==> src/rtl/fpcsr_pkg.sv <==
package fpcsr_pkg;
  localparam int unsigned CSR_W     = 32;
  localparam int unsigned RM_W      = 2;
  localparam int unsigned N_IEEE    = 5;
  localparam int unsigned N_EVT     = 6;
  localparam int unsigned FLAG_LSB  = 2;
  localparam int unsigned EN_LSB    = 7;
  localparam int unsigned CAUSE_LSB = 12;
  localparam int unsigned CC0_POS   = 23;
  localparam int unsigned FTZ_POS   = 24;
  localparam int unsigned CCN_BASE  = 24;
  localparam int unsigned MAX_CC    = 8;
  localparam int unsigned CC_SEL_W  = 3;

  typedef enum logic [RM_W-1:0] {
    RM_NEAREST = 2'd0,
    RM_ZERO    = 2'd1,
    RM_PINF    = 2'd2,
    RM_NINF    = 2'd3
  } rmode_e;

  // register bit holding condition code n; code 0 sits below the ftz bit
  function automatic int unsigned cc_pos(int unsigned n);
    return (n == 0) ? CC0_POS : CCN_BASE + n;
  endfunction

  function automatic logic [CSR_W-1:0] cc_onehot(logic [CC_SEL_W-1:0] n);
    logic [CSR_W-1:0] m;
    m = '0;
    m[cc_pos(int'(n))] = 1'b1;
    return m;
  endfunction
endpackage

==> src/rtl/fpcsr_ctl_reg.sv <==
module fpcsr_ctl_reg
  import fpcsr_pkg::*;
(
  input  logic              clk_i,
  input  logic              rst_ni,
  input  logic              wr_en_i,
  input  logic [RM_W-1:0]   wr_rm_i,
  input  logic [N_IEEE-1:0] wr_ena_i,
  input  logic              wr_ftz_i,
  output rmode_e            rm_o,
  output logic [N_IEEE-1:0] ena_o,
  output logic              ftz_o
);
  rmode_e            rm_q;
  logic [N_IEEE-1:0] ena_q;
  logic              ftz_q;

  always_ff @(posedge clk_i or negedge rst_ni) begin
    if (!rst_ni) begin
      rm_q  <= RM_NEAREST;
      ena_q <= '0;
      ftz_q <= 1'b0;
    end else if (wr_en_i) begin
      rm_q  <= rmode_e'(wr_rm_i);
      ena_q <= wr_ena_i;
      ftz_q <= wr_ftz_i;
    end
  end

  assign rm_o  = rm_q;
  assign ena_o = ena_q;
  assign ftz_o = ftz_q;


  ctl_hold_chk: assert property (@(posedge clk_i) disable iff (!rst_ni)
    !wr_en_i |=> $stable(ena_o) && $stable(ftz_o) && $stable(rm_o));
endmodule

==> src/rtl/fpcsr_exc_state.sv <==
module fpcsr_exc_state
  import fpcsr_pkg::*;
(
  input  logic              clk_i,
  input  logic              rst_ni,
  input  logic              wr_en_i,
  input  logic [N_IEEE-1:0] wr_flags_i,
  input  logic [N_EVT-1:0]  wr_cause_i,
  input  logic              rep_valid_i,
  input  logic [N_EVT-1:0]  rep_evt_i,
  input  logic [N_IEEE-1:0] ena_i,
  output logic [N_IEEE-1:0] flags_o,
  output logic [N_EVT-1:0]  cause_o,
  output logic              trap_o
);
  localparam int unsigned UNIMPL = N_EVT - 1;

  logic [N_IEEE-1:0] flags_q;
  logic [N_EVT-1:0]  cause_q;

  always_ff @(posedge clk_i or negedge rst_ni) begin
    if (!rst_ni) begin
      flags_q <= '0;
      cause_q <= '0;
    end else if (wr_en_i) begin
      flags_q <= wr_flags_i;
      cause_q <= wr_cause_i;
    end else if (rep_valid_i) begin
      flags_q <= flags_q | rep_evt_i[N_IEEE-1:0];
      cause_q <= rep_evt_i;
    end
  end

  // unimplemented cause traps regardless of enables
  assign trap_o  = (|(cause_q[N_IEEE-1:0] & ena_i)) | cause_q[UNIMPL];
  assign flags_o = flags_q;
  assign cause_o = cause_q;


  flags_sticky_chk: assert property (@(posedge clk_i) disable iff (!rst_ni)
    !wr_en_i |=> (flags_o & $past(flags_o)) == $past(flags_o));


  cause_load_chk: assert property (@(posedge clk_i) disable iff (!rst_ni)
    rep_valid_i && !wr_en_i |=> cause_o == $past(rep_evt_i));
endmodule

==> src/rtl/fpcsr_cc_bank.sv <==
module fpcsr_cc_bank
  import fpcsr_pkg::*;
#(
  parameter int unsigned NUM_CC = 8
) (
  input  logic                clk_i,
  input  logic                rst_ni,
  input  logic                wr_en_i,
  input  logic [NUM_CC-1:0]   wr_cc_i,
  input  logic                upd_en_i,
  input  logic [CC_SEL_W-1:0] upd_sel_i,
  input  logic                upd_val_i,
  input  logic                issue_i,
  output logic [NUM_CC-1:0]   cc_o,
  output logic                cc0_cur_o,
  output logic                cc0_prev_o
);
  logic [NUM_CC-1:0] cc_q;
  logic              cur_q, prev_q;

  for (genvar g = 0; g < NUM_CC; g++) begin : g_cc
    always_ff @(posedge clk_i or negedge rst_ni) begin
      if (!rst_ni)                                       cc_q[g] <= 1'b0;
      else if (wr_en_i)                                  cc_q[g] <= wr_cc_i[g];
      else if (upd_en_i && upd_sel_i == CC_SEL_W'(g))    cc_q[g] <= upd_val_i;
    end
  end

  // issue-time sampling uses code 0 as it stood before this edge
  always_ff @(posedge clk_i or negedge rst_ni) begin
    if (!rst_ni) begin
      cur_q  <= 1'b0;
      prev_q <= 1'b0;
    end else if (issue_i) begin
      prev_q <= cur_q;
      cur_q  <= cc_q[0];
    end
  end

  assign cc_o       = cc_q;
  assign cc0_cur_o  = cur_q;
  assign cc0_prev_o = prev_q;


  cc_one_bit_chk: assert property (@(posedge clk_i) disable iff (!rst_ni)
    !wr_en_i |=> $countones(cc_o ^ $past(cc_o)) <= 1);
endmodule

==> src/rtl/fpcsr_unit.sv <==
module fpcsr_unit
  import fpcsr_pkg::*;
#(
  parameter int unsigned NUM_CC = 8
) (
  input  logic                clk_i,
  input  logic                rst_ni,
  input  logic                wr_en_i,
  input  logic [CSR_W-1:0]    wr_data_i,
  output logic [CSR_W-1:0]    rd_data_o,
  input  logic                cc_we_i,
  input  logic [CC_SEL_W-1:0] cc_sel_i,
  input  logic                cc_val_i,
  input  logic                exc_valid_i,
  input  logic [N_EVT-1:0]    exc_evt_i,
  input  logic                issue_i,
  output logic [RM_W-1:0]     rmode_o,
  output logic                trap_o,
  output logic                cc0_cur_o,
  output logic                cc0_prev_o
);
  localparam int unsigned HOLE_LSB = CAUSE_LSB + N_EVT;

  function automatic logic [CSR_W-1:0] live_mask();
    logic [CSR_W-1:0] m;
    m = '0;
    for (int i = 0; i < HOLE_LSB; i++) m[i] = 1'b1;
    m[FTZ_POS] = 1'b1;
    for (int n = 0; n < int'(NUM_CC); n++) m[cc_pos(n)] = 1'b1;
    return m;
  endfunction
  localparam logic [CSR_W-1:0] LIVE = live_mask();

  rmode_e            rm;
  logic [N_IEEE-1:0] ena, flags;
  logic [N_EVT-1:0]  cause;
  logic              ftz;
  logic [NUM_CC-1:0] cc, wr_cc;
  logic              wr_unused_bits;

  assign wr_unused_bits = ^wr_data_i[CC0_POS-1:HOLE_LSB];

  always_comb begin
    for (int n = 0; n < int'(NUM_CC); n++) wr_cc[n] = wr_data_i[cc_pos(n)];
  end

  fpcsr_ctl_reg u_ctl (
    .clk_i    (clk_i),
    .rst_ni   (rst_ni),
    .wr_en_i  (wr_en_i),
    .wr_rm_i  (wr_data_i[RM_W-1:0]),
    .wr_ena_i (wr_data_i[EN_LSB +: N_IEEE]),
    .wr_ftz_i (wr_data_i[FTZ_POS]),
    .rm_o     (rm),
    .ena_o    (ena),
    .ftz_o    (ftz)
  );

  fpcsr_exc_state u_exc (
    .clk_i       (clk_i),
    .rst_ni      (rst_ni),
    .wr_en_i     (wr_en_i),
    .wr_flags_i  (wr_data_i[FLAG_LSB +: N_IEEE]),
    .wr_cause_i  (wr_data_i[CAUSE_LSB +: N_EVT]),
    .rep_valid_i (exc_valid_i),
    .rep_evt_i   (exc_evt_i),
    .ena_i       (ena),
    .flags_o     (flags),
    .cause_o     (cause),
    .trap_o      (trap_o)
  );

  fpcsr_cc_bank #(.NUM_CC(NUM_CC)) u_cc (
    .clk_i      (clk_i),
    .rst_ni     (rst_ni),
    .wr_en_i    (wr_en_i),
    .wr_cc_i    (wr_cc),
    .upd_en_i   (cc_we_i),
    .upd_sel_i  (cc_sel_i),
    .upd_val_i  (cc_val_i),
    .issue_i    (issue_i),
    .cc_o       (cc),
    .cc0_cur_o  (cc0_cur_o),
    .cc0_prev_o (cc0_prev_o)
  );

  always_comb begin
    rd_data_o = '0;
    rd_data_o[RM_W-1:0]           = rm;
    rd_data_o[FLAG_LSB +: N_IEEE] = flags;
    rd_data_o[EN_LSB +: N_IEEE]   = ena;
    rd_data_o[CAUSE_LSB +: N_EVT] = cause;
    rd_data_o[FTZ_POS]            = ftz;
    for (int n = 0; n < int'(NUM_CC); n++) rd_data_o[cc_pos(n)] = cc[n];
  end

  assign rmode_o = rm;


  wr_wins_chk: assert property (@(posedge clk_i) disable iff (!rst_ni)
    wr_en_i |=> rd_data_o == ($past(wr_data_i) & LIVE));


  cc_isolated_chk: assert property (@(posedge clk_i) disable iff (!rst_ni)
    cc_we_i && !wr_en_i && !exc_valid_i |=>
      ((rd_data_o ^ $past(rd_data_o)) & ~cc_onehot($past(cc_sel_i))) == '0);


  trap_rule_chk: assert property (@(posedge clk_i) disable iff (!rst_ni)
    trap_o == ((|(rd_data_o[CAUSE_LSB +: N_IEEE] & rd_data_o[EN_LSB +: N_IEEE]))
               | rd_data_o[CAUSE_LSB + N_EVT - 1]));


  issue_sample_chk: assert property (@(posedge clk_i) disable iff (!rst_ni)
    issue_i |=> cc0_cur_o == $past(rd_data_o[CC0_POS]) && cc0_prev_o == $past(cc0_cur_o));


  issue_hold_chk: assert property (@(posedge clk_i) disable iff (!rst_ni)
    !issue_i |=> $stable(cc0_cur_o) && $stable(cc0_prev_o));


  hole_zero_chk: assert property (@(posedge clk_i) disable iff (!rst_ni)
    rd_data_o[CC0_POS-1:HOLE_LSB] == '0);
endmodule

==> config.mk <==
export PLATFORM = sky130hd
export DESIGN_NAME = fpcsr_unit
export DESIGN_NICKNAME = d
export VERILOG_FILES = /design/src/rtl/fpcsr_pkg.sv /design/src/rtl/fpcsr_ctl_reg.sv /design/src/rtl/fpcsr_exc_state.sv /design/src/rtl/fpcsr_cc_bank.sv /design/src/rtl/fpcsr_unit.sv
export SDC_FILE = /design/constraint.sdc
export NUM_CORES = 1
export LEC_CHECK = 0
export BUFFER_PORTS_ARGS = -buffer_cell sky130_fd_sc_hd__buf_4
export CORE_ASPECT_RATIO = 1.5
export CORE_MARGIN = 5
export CORE_UTILIZATION = 47
export CTS_BUF_LIST = sky130_fd_sc_hd__clkbuf_8
export CTS_CLUSTER_DIAMETER = 150
export DETAILED_ROUTE_END_ITERATION = 6
export GPL_TIMING_DRIVEN = 0
export MAX_ROUTING_LAYER = met4
export PLACE_DENSITY = 0.84
export SYNTH_ARGS = -nofsm -noshare
export SYNTH_HDL_FRONTEND = slang
export SYNTH_SLANG_ARGS = --single-unit
==> constraint.sdc <==
create_clock -name clk_i -period 1.2 [get_ports clk_i]
set_input_delay 0.18 -clock clk_i [delete_from_list [all_inputs] [get_ports clk_i]]
set_output_delay 0.18 -clock clk_i [all_outputs]
set_load 0.005 [all_outputs]
==> results.tsv <==
stage	metric	value	unit
cells_and_area	Layout area overhead	54.31	%
power	combinational power share	0.232	
hold_path	Hold Startpoint	wr_data_i[14]	
clock_network	Clk pin slew, worst setup/hold paths	0.06	ns
sta	max-slew violation count	0	
global_routing	first-pass GRT wire length	6.113	mm
worst_setup_path	CP Data Required Time	1.02	ns
power	overall power	2.481	mW
route	Antenna Nets Post-Route	0	
global_routing	initial antenna violation count	0	
synth	top-count cell post-synth	dfrtp_1	
worst_setup_path	critical path launch point	u_ctl.ena_o[2]	
synth	sequential fraction of the synthesis area	0.5268	
synth	Post-Syn Area	1378	um^2
worst_setup_path	CP Class	reg -> out	
die	Core Region	2853	um^2
route	WL met2	1.931	mm
power	power density over the cells	1167	nW/um^2
global_routing	vias in the first global route	1404	
synth	dominant cell type by area after synthesis	dfrtp_1	
sta	unrepaired setup endpoints after global routing	true	
synth	Yosys cell types	18	
worst_setup_path	reg2reg path depth	2	
power	worst vdd ir	1.093	mV
route	DR vias	1290	
clock_network	CTS Buf Count	5	
route	DR pass1 iterations	4	
cells_and_area	fill count	225	
global_routing	largest net degree at the start of global routing	30	
die	row cnt	24	
worst_setup_path	CP endpoint	trap_o	
placed_design	Detailed Place HPWL	2.926	mm
worst_setup_path	Worst Path Max Fanout	2	
route	DRC viols	0	
clock_network	H-tree depth	2	
worst_setup_path	Setup crit end kind	output port	
synth	#FFs+latches synth	29	
clock_network	root buf cell	clkbuf_8	
die	initial core utilization	0.4829	
synth	EDFF count, synth	0	
worst_setup_path	Startpoint Class	flip-flop	
die	I/O Pins	85	
clock_network	clock latency on the worst-skew pair	0.28	ns
synth	Synth Warn #	0	
clock_network	CTS sink count	29	
die	Die Wd	54.21	um
route	Max Used Layer	met4	
cells_and_area	NumNets Final	261	
die	Die Footprint	4136	um^2
sta	final worst path period share	1.052	
route	DR iter-0 viols	14	
run_status	failing checks	negative setup slack	
synth	Post-synth top cells	dfrtp_1, nand2_1, o21ai_0	
sta	fmax	791.9	MHz
cells_and_area	# diodes	0	
synth	Synth Instances	124	
synth	Synth area leaders	dfrtp_1, mux2i_1, mux2_2	
route	DR vias/cell	5.099	
power	internal power	1.828	mW
route	Met1 Wirelength	1.427	mm
synth	FFs w/ async S/R, synth	1.000	
route	met3 wire length	348	um
route	routed wire length	3.763	mm
sta	Final Hold Fails	0	
worst_setup_path	RR Endpoint	u_ctl.ena_o[1]	
clock_network	clk buf depth	2	
power	part of the power in registers	0.463	
sta	final worst setup slack	-0.06281	ns
worst_setup_path	endpoint arrival time on the critical path	1.08	ns
cells_and_area	share of layout cells above drive strength 1	0.5234	
worst_setup_path	R2R setup slack	0.30	ns
clock_network	CTS tree	built	
sta	count of final setup violators	1	
die	die height	76.31	um
power	net switching power	0.6538	mW
synth	Avg Cell Area, Syn	11.11	um^2
route	WL per Instance	14.87	um
placed_design	RePlAce Congestion	0.7147	
global_routing	GRT Overall Usage	0.2035	
power	Net Sw Frac	0.2635	
power	Pleak	1.085	nW
sta	Worst Clk Skew	0.0001141	ns
power	Clock power frac	0.305	
synth	predominant post-synthesis flop cell	dfrtp_1	
hold_path	Worst Hold Class	in -> reg	
synth	share of the synthesized area in the top cell type	0.5268	
run_status	status	finished, violations left	
flow_run	max_cap viols	0	
global_routing	GR Overflow Total	0	
worst_setup_path	R2R Path Start	u_ctl.ena_o[1]	
sta	TNS Setup	-0.06281	ns
sta	clock period minus worst slack	1.263	ns
placed_design	number of port buffers	72	
==> worst min-delay path by stage <==
stage                     slack, ns               end  cells past startpoint
after global placement         0.12    u_ctl.ena_o[4]                      1
final                          0.10  u_exc.cause_o[2]                      3
after detailed placement       0.12    u_ctl.ena_o[4]                      1
after global routing           0.10  u_exc.cause_o[1]                      3
after CTS                      0.10  u_exc.cause_o[2]                      3
after floorplan               -0.12    u_cc.cc0_cur_o                      0
==> flip-flops by register name, summed over array words and instances, names as in the netlist <==
signal,flops
u_cc.cc_o,8
u_exc.cause_o,6
u_ctl.ena_o,5
u_exc.flags_o,5
u_ctl.rm_o,2
u_cc.cc0_cur_o,1
u_cc.cc0_prev_o,1
u_ctl.ftz_o,1
==> cell usage in the layout (no fill, tap or decap), types with 2 or more instances in the layout <==
cell,synthesis,layout
buf_4,8,85
dfrtp_1,29,29
nand2_1,19,19
o21ai_0,15,15
mux2i_1,14,14
mux2_2,10,10
buf_2,5,5
a21oi_1,6,5
conb_1,1,5
clkbuf_8,0,5
o21ai_1,4,4
nand4b_1,3,3
and4bb_1,3,3
a22oi_2,0,2
clkinv_2,0,2
==> metal layers <==
metal	GRT usage	vias up
met5	-	-
met4	0.07731	0
met3	0.05479	8
met2	0.3261	63
met1	0.2344	619
li1	-	600
==> power by group through the flow <==
stage               Sequential [mW]  Combinational (mW)  Clock, mW
floorplan                      1.16               0.194          0
global placement               1.16               0.529          0
detailed placement             1.16               0.547          0
CTS                            1.15               0.574      0.774
global route                   1.16               0.635      0.829
finish                         1.15               0.575      0.757
==> what timing repair did <==
| item | in CTS | in global routing |
|---|---|---|
| endpoints found under the hold margin | 29 | 0 |
| setup buffers | 4 | 1 |
| hold buffers | 1 | 0 |
| setup endpoints to repair | 1 | 1 |
| pin swaps | 2 | 0 |
| gates resized for setup | 1 | 2 |
==> cells by family (layout without fill, tap and decap cells) <==
family / count (synthesis) / in the layout / share of synthesized area
DFF: 29 / 29 / 0.5268
other: 1 / 5 / 0.002722
buffers and inverters: 15 / 101 / 0.06811
AOI/OAI and AO/OA: 27 / 27 / 0.1017
and+or+nand+nor: 28 / 28 / 0.1172
muxes: 24 / 24 / 0.1835
==> cell type report <==
cell class              count  area, um^2  share of cell area
plain buffers              15       93.84             0.04414
clock buffers               5       68.82             0.03237
clock inverters             3       13.76            0.006474
multi-input cells          84       586.8              0.2760
flip-flops and latches     29       725.7              0.3414
well taps                  39       48.80             0.02295
repair buffers             78       588.1              0.2766
==> critical path: stages, from the launching register on <==
cell     delay [ns]
dfrtp_1        0.39
a22oi_2        0.18
nand3_1        0.09
buf_4          0.14
==> stage by stage <==
step	std cells	utilization	setup WS [ns]	hold slack (ns)	area, um^2
floorplan	128	-	0.2038	-0.1156	1393
global placement	239	0.6947	0.1092	0.1153	1982
detailed placement	239	0.6947	0.08555	0.1244	1982
CTS	252	0.7395	-0.08305	0.1007	2110
global route	253	0.7452	-0.1084	0.1050	2126
finish	253	0.7452	-0.06281	0.1023	2126
Power figures use the tool's default switching activity.
